## src/rtl/addr_err_pkg.sv

```systemverilog
package addr_err_pkg;
  localparam int STAT_W = 3;
  localparam int INT_W  = 3;
  // status bit positions
  localparam int ST_ADDR = 0;
  localparam int ST_PAR  = 1;
  localparam int ST_SERR = 2;
  // interrupt status bit positions
  localparam int IS_PAR  = 0;
  localparam int IS_SERR = 1;
  localparam int IS_DET  = 2;

  typedef struct packed {
    logic no_devsel;
    logic drop_fwd;
    logic serr;
    logic ecc_cap;
  } resp_t;

  function automatic resp_t decide_resp(input logic addr_err, input logic ext,
                                        input logic sub2, input logic per,
                                        input logic serr_en);
    resp_t r;
    r.no_devsel = addr_err & ~ext & per;
    r.drop_fwd  = addr_err & ext & per;
    r.serr      = addr_err & per & serr_en;
    r.ecc_cap   = addr_err & ext & sub2;
    return r;
  endfunction
endpackage

```

## src/rtl/addr_err_decide.sv

```systemverilog
module addr_err_decide
  import addr_err_pkg::*;
(
  input  logic  err_det,
  input  logic  err_is_addr,
  input  logic  mode_ext,
  input  logic  ext_sub2,
  input  logic  cfg_per,
  input  logic  cfg_serr_en,
  output resp_t resp,
  output logic  ev_addr,
  output logic  ev_par
);
  assign ev_addr = err_det & err_is_addr;
  assign ev_par  = err_det;
  assign resp    = decide_resp(ev_addr, mode_ext, ext_sub2, cfg_per, cfg_serr_en);
endmodule

```

## src/rtl/addr_err_sticky.sv

```systemverilog
module addr_err_sticky #(
  parameter int W = 3
) (
  input  logic         clk,
  input  logic         rst_n,
  input  logic [W-1:0] set_v,
  input  logic         clr_we,
  input  logic [W-1:0] clr_v,
  output logic [W-1:0] q
);
  for (genvar i = 0; i < W; i++) begin : g_bit
    always_ff @(posedge clk or negedge rst_n) begin
      if (!rst_n)          q[i] <= 1'b0;
      else if (set_v[i])   q[i] <= 1'b1;       // set beats clear
      else if (clr_we && clr_v[i]) q[i] <= 1'b0;
    end
  end
endmodule

```

## src/rtl/addr_err_resp.sv

```systemverilog
module addr_err_resp
  import addr_err_pkg::*;
(
  input  logic              clk,
  input  logic              rst_n,
  input  logic              err_det,
  input  logic              err_is_addr,
  input  logic              mode_ext,
  input  logic              ext_sub2,
  input  logic              cfg_per,
  input  logic              cfg_serr_en,
  input  logic              msk_serr,
  input  logic              msk_par,
  input  logic              en_serr_det,
  input  logic              stat_clr_we,
  input  logic [STAT_W-1:0] stat_clr,
  input  logic              int_clr_we,
  input  logic [INT_W-1:0]  int_clr,
  output logic              no_devsel,
  output logic              drop_fwd,
  output logic              serr_pulse,
  output logic              ecc_capture,
  output logic [STAT_W-1:0] stat,
  output logic [INT_W-1:0]  int_stat,
  output logic              irq
);
  resp_t             resp;
  logic              ev_addr, ev_par;
  logic [STAT_W-1:0] stat_set;
  logic [INT_W-1:0]  int_set;
  logic [INT_W-1:0]  int_gate;

  addr_err_decide u_decide (
    .err_det(err_det), .err_is_addr(err_is_addr), .mode_ext(mode_ext),
    .ext_sub2(ext_sub2), .cfg_per(cfg_per), .cfg_serr_en(cfg_serr_en),
    .resp(resp), .ev_addr(ev_addr), .ev_par(ev_par)
  );

  assign no_devsel   = resp.no_devsel;
  assign drop_fwd    = resp.drop_fwd;
  assign serr_pulse  = resp.serr;
  assign ecc_capture = resp.ecc_cap;

  // per-bit interrupt gate: masks block, enable admits
  always_comb begin
    int_gate          = '0;
    int_gate[IS_PAR]  = ~msk_par;
    int_gate[IS_SERR] = ~msk_serr;
    int_gate[IS_DET]  = en_serr_det;
  end

  always_comb begin
    stat_set          = '0;
    stat_set[ST_ADDR] = ev_addr;
    stat_set[ST_PAR]  = ev_par;
    stat_set[ST_SERR] = resp.serr;
    int_set           = '0;
    int_set[IS_PAR]   = ev_par;
    int_set[IS_SERR]  = resp.serr;
    int_set[IS_DET]   = resp.serr;
    int_set           = int_set & int_gate;
  end

  addr_err_sticky #(.W(STAT_W)) u_stat (
    .clk(clk), .rst_n(rst_n), .set_v(stat_set),
    .clr_we(stat_clr_we), .clr_v(stat_clr), .q(stat)
  );

  addr_err_sticky #(.W(INT_W)) u_int (
    .clk(clk), .rst_n(rst_n), .set_v(int_set),
    .clr_we(int_clr_we), .clr_v(int_clr), .q(int_stat)
  );

  assign irq = |(int_stat & int_gate);
endmodule

```

## config.mk

```make
export PLATFORM = sky130hd
export DESIGN_NAME = addr_err_resp
export DESIGN_NICKNAME = d
export VERILOG_FILES = /design/src/rtl/addr_err_pkg.sv /design/src/rtl/addr_err_decide.sv /design/src/rtl/addr_err_sticky.sv /design/src/rtl/addr_err_resp.sv
export SDC_FILE = /design/constraint.sdc
export NUM_CORES = 1
export LEC_CHECK = 0
export ABC_AREA = 1
export BUFFER_PORTS_ARGS = -buffer_cell sky130_fd_sc_hd__buf_4
export CAP_MARGIN = 30
export CORE_AREA = 4 4 41 43
export DETAILED_ROUTE_END_ITERATION = 8
export DIE_AREA = 0 0 45 47
export HOLD_SLACK_MARGIN = 0.06
export RECOVER_POWER = 25
export SLEW_MARGIN = 10
export SYNTH_ARGS = -nofsm -noshare
export SYNTH_HDL_FRONTEND = slang
export SYNTH_SLANG_ARGS = --single-unit
```

## constraint.sdc

```tcl
create_clock -name clk -period 0.8 [get_ports clk]
set_input_delay 0.16 -clock clk [delete_from_list [all_inputs] [get_ports clk]]
set_output_delay 0.16 -clock clk [all_outputs]
set_load 0.03 [all_outputs]
```

==> flow_metrics.py, run 1 <==
metrics = {
    "run_status": {
        "status": "complete, but fails checks",
        "violations": "negative setup slack",
    },
    "setup_path": {
        "cpPeakStageDelay_ns": 0.35,
        "slowest_stage": "dfrtp_2",
        "endpoint_kind": "primary output",
        "crit_type": "register to primary output",
        "path_cells": "inv_1 -> o211ai_1 -> buf_4",
        "critPathLaunchType": "register",
        "regToRegStartpoint": "u_stat.q[1]$_DFFE_PN0P_",
        "crit_start": "u_int.q[0]$_DFFE_PN0P_",
        "crit_fanout": 2,
        "cp_data_required_time_ns": 0.64,
        "cp.arrival_ns": 0.95,
    },
    "pwr": {
        "power_density_nw_per_um2": 1430,
        "power.total_mw": 1.04,
        "p_leak_nw": 0.394,
        "ir_drop_mv": 0.596,
    },
    "sta": {
        "fmax_mhz": 899,
        "timing.final.crit_share": 1.39,
        "fin_crit_ns": 1.11,
        "setup-tns-final_ns": -1.44,
        "worstMarginPinSlew_ns": 0.355,
        "fin_worst_skew_ns": 0,
        "grt_setup_unrepaired": "yes",
        "max_slew_margin": 0.763,
        "fin_ws_ns": -0.312,
        "hold_viol": 0,
        "slew_viol_final": 0,
        "finalSetupViolCount": 9,
    },
    "drt": {
        "drt-initial-drc-count": 3,
        "viasPerCell": 4.23,
        "drtAntennaViolNets": 0,
        "drc": 0,
        "wl_per_cell_um": 10.3,
        "wl_mm": 1.06,
        "drt_pass1_iterations": 3,
        "vias": 431,
    },
    "floorplanning": {
        "ios": 30,
        "dieArea_um2": 2120,
        "core-area_um2": 1300,
        "rows": 13,
        "die_width_um": 45,
        "start_util": 0.234,
        "die_h_um": 47,
    },
    "grt": {
        "antenna_found_initial": 0,
        "grt-ovfl-total": 0,
        "grt_pass1_vias": 439,
        "grt_pass1_wl_mm": 1.65,
        "track_usage": 0.109,
        "grt_max_degree": 7,
    },
    "synth": {
        "synth.avg_cell_area_um2": 7.07,
        "syn-num-nets": 62,
        "synth_edf_count": 0,
        "ys_warn_count": 0,
        "synth_largest_area_cell": "dfrtp_1",
        "ys_types": 10,
        "ys_seq_area_frac": 0.494,
        "dominantRegCellSynth": "dfrtp_1",
        "synth_area_um2": 304,
        "synthTopCellsByCount": "nand2_1 (19), dfrtp_1 (6), inv_1 (6)",
        "synth_seq_cells": 6,
        "syn_inst": 43,
        "synthTopCellsByArea": "dfrtp_1 (49%), nand2_1 (23%), inv_1 (7.4%), nand3_1 (4.9%), nor2_1 (4.9%)",
        "synthArstFlopShare": 1.00,
        "yosysTopAreaCellShare": 0.494,
        "synthMostInstantiatedCell": "nand2_1",
    },
    "final_layout": {
        "num_antenna_cells": 0,
        "area_growth_pct": 140,
        "nets": 107,
        "drive_gt1_frac": 0.598,
    },
    "clock_tree": {
        "cts_tree": "done",
        "insertion_delay_ns": 0.24,
        "clock_path_buffers": 2,
        "clk_pin_slew_ns": 0.05,
        "cts_buffers": 3,
        "cts_root_buffer": "clkbuf_4",
        "htree_levels": 1,
        "cts_sinks": 6,
    },
    "place": {
        "portBuffers": 29,
        "place_congestion": 0.686,
        "hpwl_um": 836,
    },
    "worst_hold_path": {
        "min_path_type": "input pin to register",
        "worstHoldStart": "msk_par",
    },
    "job": {
        "cap_violations": 0,
    },
}
-- state kept, by name (all words and copies together), names as in the netlist --
register  cells
u_int.q       3
u_stat.q      3
-- area by class of cell --
class                           instances  area [um^2]
Multi-Input combinational cell         31          166
Fill cell                             135          572
Timing Repair Buffer                   40          344
Tap cell                               15         18.8
Clock buffer                            4         26.3
Sequential cell                         6          151
Inverter                                6         22.5
-- metrics by stage --
stage / hold WS [ns] / cell area [um^2] / utilization / std cells / worst slack [ns]
floorplan: -0.136 / 313 / - / 43 / -0.388
global placement: -0.0276 / 594 / 0.457 / 93 / -0.0626
detailed placement: -0.0253 / 594 / 0.457 / 93 / -0.0750
CTS: 0.100 / 683 / 0.525 / 100 / -0.330
global route: 0.0739 / 729 / 0.561 / 102 / -0.376
finish: 0.0880 / 729 / 0.561 / 102 / -0.312
-- path summary, 6_finish.rpt --
| kind | endpoint | slack, ns | cells after the start |
|---|---|---|---|
| worst max register to register | u_stat.q[1]$_DFFE_PN0P_ | -0.02 | 4 |
| worst min register to register | u_stat.q[0]$_DFFE_PN0P_ | 0.49 | 2 |
| min in group asynchronous | u_int.q[2]$_DFFE_PN0P_ | 0.33 | 2 |
| worst min-delay path | u_int.q[0]$_DFFE_PN0P_ | 0.09 | 2 |
| worst max-delay path | irq | -0.31 | 3 |
| max in group asynchronous | u_int.q[0]$_DFFE_PN0P_ | 0.19 | 2 |
-- per-layer routing --
metal  up-vias  part of all wire  GRT usage  routed length [um]
li1        218                 -          -                   -
met1       195              0.33      0.114                 349
met2        18              0.56      0.192                 591
met3         0              0.11     0.0421                 114
met4         0                 0     0.0526                   0
met5         -                 0          0                   0
-- cells by family after synthesis --
logic type             count (synthesis)  synth area share
AOI/OAI and AO/OA                      3            0.0576
DFF                                    6             0.494
and+or+nand+nor                       28             0.374
buffers and inverters                  6            0.0741
-- where the power goes --
part | internal, mW | leakage (nW) | total, mW | switching [mW]
sequential | 0.333 | 0.0719 | 0.349 | 0.0166
clock | 0.189 | 0.0150 | 0.299 | 0.110
combinational | 0.205 | 0.308 | 0.393 | 0.188
total | 0.727 | 0.394 | 1.04 | 0.314
-- worst max-delay path: cells and delay by family, from the launching register on --
kind | cells | cell delay [ns]
DFF | 1 | 0.35
buffers and inverters | 2 | 0.21
AOI/OAI and AO/OA | 1 | 0.14
-- cells in the final DEF (no fill, tap or decap) --
cell type | synthesis | final
inv_1 | 6 | 6
nor2_2 | 1 | 4
dlygate4sd3_1 | 0 | 1
clkbuf_4 | 0 | 3
clkbuf_1 | 0 | 2
nand3_4 | 0 | 1
dfrtp_1 | 6 | 5
nor2_4 | 0 | 1
buf_4 | 0 | 26
o21ai_1 | 1 | 2
o211ai_1 | 1 | 1
nand3_1 | 3 | 2
nand2_1 | 19 | 16
dfrtp_2 | 0 | 1
buf_6 | 0 | 12
nand2_2 | 1 | 4
-- timing repair --
item,in CTS,in global routing
hold buffers,1,0
resized for setup,10,10
pin swaps,3,3
endpoints found under the hold margin,6,0
buffers inserted,2,2
setup endpoints to repair,10,13
No activity file was read; power rests on OpenSTA's default activity.
==> run 2, diff against run 1 <==
--- a/config.mk
+++ b/config.mk
@@ -14,2 +14,3 @@
 export HOLD_SLACK_MARGIN = 0.06
+export PLACE_DENSITY_LB_ADDON = 0.2
 export RECOVER_POWER = 25
==> constraint.sdc (replaced) <==
create_clock -name clk -period 0.8 [get_ports clk]
set_input_delay 0.12 -clock clk [delete_from_list [all_inputs] [get_ports clk]]
set_output_delay 0.12 -clock clk [all_outputs]
set_load 0.03 [all_outputs]
==> flow_metrics.py, run 2 (synthesis gave the netlist of run 1 again) <==
metrics = {
    "run_status": {
        "status": "complete, but fails checks",
        "violations": "negative setup slack",
    },
    "clock_tree": {
        "clock_path_buffers": 2,
        "ctsHoldBuffers": 1,
        "cts_sinks": 6,
        "cts_root_buffer": "clkbuf_4",
        "cts_buffers": 3,
        "htree_levels": 1,
        "clk_pin_slew_ns": 0.05,
        "cts_tree": "done",
        "insertion_delay_ns": 0.25,
    },
    "drt": {
        "drtAntennaViolNets": 0,
        "drt_pass1_iterations": 1,
        "wl_mm": 1.01,
        "vias": 398,
        "wl_per_cell_um": 10.6,
        "viasPerCell": 4.19,
        "drc": 0,
        "drt-initial-drc-count": 0,
    },
    "pwr": {
        "switchingPower_uw": 321,
        "p_leak_nw": 0.355,
        "power_density_nw_per_um2": 1600,
        "seqPwrFrac": 0.346,
        "sw_frac_of_total": 0.317,
        "comb_power_share": 0.336,
        "ir_drop_mv": 0.879,
        "internal-power_uw": 693,
        "clkPwrFrac": 0.318,
    },
    "place": {
        "portBuffers": 29,
        "dp_cells": 90,
        "place_congestion": 0.669,
        "hpwl_um": 789,
        "pre_cts_ws_ns": -0.0355,
        "place_area_um2": 564,
    },
    "floorplanning": {
        "core-area_um2": 1300,
        "start_util": 0.234,
        "ios": 30,
        "die_width_um": 45,
        "dieArea_um2": 2120,
        "rows": 13,
        "die_h_um": 47,
    },
    "final_layout": {
        "top_regs": "u_int.q: 3 flops, u_stat.q: 3 flops",
        "final_cell_mix": "buf_4 (23), nand2_1 (18), buf_6 (8)",
        "layout.cells.non_filler": 95,
        "area_growth_pct": 109,
        "layout_commonest_cell": "buf_4",
        "num_antenna_cells": 0,
        "drive_gt1_frac": 0.500,
        "nets": 100,
        "fin_area_um2": 634,
    },
    "job": {
        "cap_violations": 0,
    },
    "sta": {
        "slew_viol_final": 0,
        "fin_crit_ns": 1.09,
        "worst_hold_slack_ns": 0.0334,
        "timing.final.crit_share": 1.36,
        "fin_worst_skew_ns": 0,
        "finalSetupViolCount": 7,
        "setup-tns-final_ns": -1.22,
        "fmax_mhz": 919,
        "hold_viol": 0,
        "max_slew_margin": 0.781,
        "fin_ws_ns": -0.288,
        "worstMarginPinSlew_ns": 0.328,
        "grt_setup_unrepaired": "yes",
    },
    "setup_path": {
        "crit_type": "register to primary output",
        "cp_data_required_time_ns": 0.68,
        "cp.arrival_ns": 0.97,
        "crit_fanout": 2,
        "endpoint_kind": "primary output",
        "critPathLaunchType": "register",
    },
    "grt": {
        "grt-ovfl-total": 0,
        "grt_pass1_wl_mm": 1.53,
        "track_usage": 0.110,
        "antenna_found_initial": 0,
        "grt_pass1_vias": 355,
        "grt_max_degree": 7,
    },
    "worst_hold_path": {
        "min_path_type": "input pin to register",
    },
}
[run 2: changes by cell type in the layout (fill, tap and decap cells not counted)]
cell     before  now
nor2_1        0    4
buf_4        26   23
nor2_4        1    0
nand3_4       1    0
nand3_2       0    1
nand2_1      16   18
inv_1         6    5
inv_2         0    1
nor2_2        4    1
buf_6        12    8
nand2_2       4    2
[run 2: cell type report]
| type | instances | area (um^2) |
|---|---|---|
| fill | 149 | 667 |
| timing repair buffer | 33 | 277 |
| sequential | 6 | 151 |
| multi-input combinational | 31 | 139 |
| clock buffer | 4 | 26.3 |
| inverter | 6 | 22.5 |
| tap | 15 | 18.8 |
[run 2: critical path, cell delays in order (launching register included)]
cell	delay, ns
dfrtp_2	0.36
inv_2	0.03
o211ai_1	0.14
buf_4	0.18
[run 2: metrics by stage]
step	util	total power, mW
after floorplan	-	0.487
after global placement	0.434	0.661
after detailed placement	0.434	0.663
after CTS	0.485	1.02
after global routing	0.488	1.08
final	0.488	1.01
[run 2: timing repair]
item                                   4_1_cts  5_1_grt
pin swaps                                    1        2
setup endpoints to repair                    7        9
gates resized for setup                      9        3
endpoints found under the hold margin        7        1
buffers inserted                             0        0
[run 2: power by group through the flow]
stage	clock network, mW	logic, mW	registers, mW
3_3_place_gp	0	0.311	0.350
2_1_floorplan	0	0.0772	0.410
4_1_cts	0.330	0.341	0.351
6_report	0.323	0.341	0.351
3_5_place_dp	0	0.312	0.351
5_1_grt	0.364	0.368	0.353
[run 2: path summary, 6_finish.rpt]
check	start	end	slack [ns]	depth (start not counted)
worst min-delay path	msk_par	u_int.q[0]$_DFFE_PN0P_	0.03	2
max in group asynchronous	rst_n	u_int.q[0]$_DFFE_PN0P_	0.24	2
min in group asynchronous	rst_n	u_stat.q[1]$_DFFE_PN0P_	0.29	2
worst max register to register	u_int.q[0]$_DFFE_PN0P_	u_int.q[0]$_DFFE_PN0P_	0.04	3
worst max-delay path	u_int.q[0]$_DFFE_PN0P_	irq	-0.29	3
worst min register to register	u_stat.q[0]$_DFFE_PN0P_	u_stat.q[0]$_DFFE_PN0P_	0.49	2
[run 2: per-layer routing]
layer / wire length, um / up-vias / global-route usage
li1: - / 203 / -
met3: 121 / 2 / 0.0613
met1: 381 / 171 / 0.118
met4: 19 / 0 / 0.0702
met5: 0 / - / 0
met2: 487 / 22 / 0.167
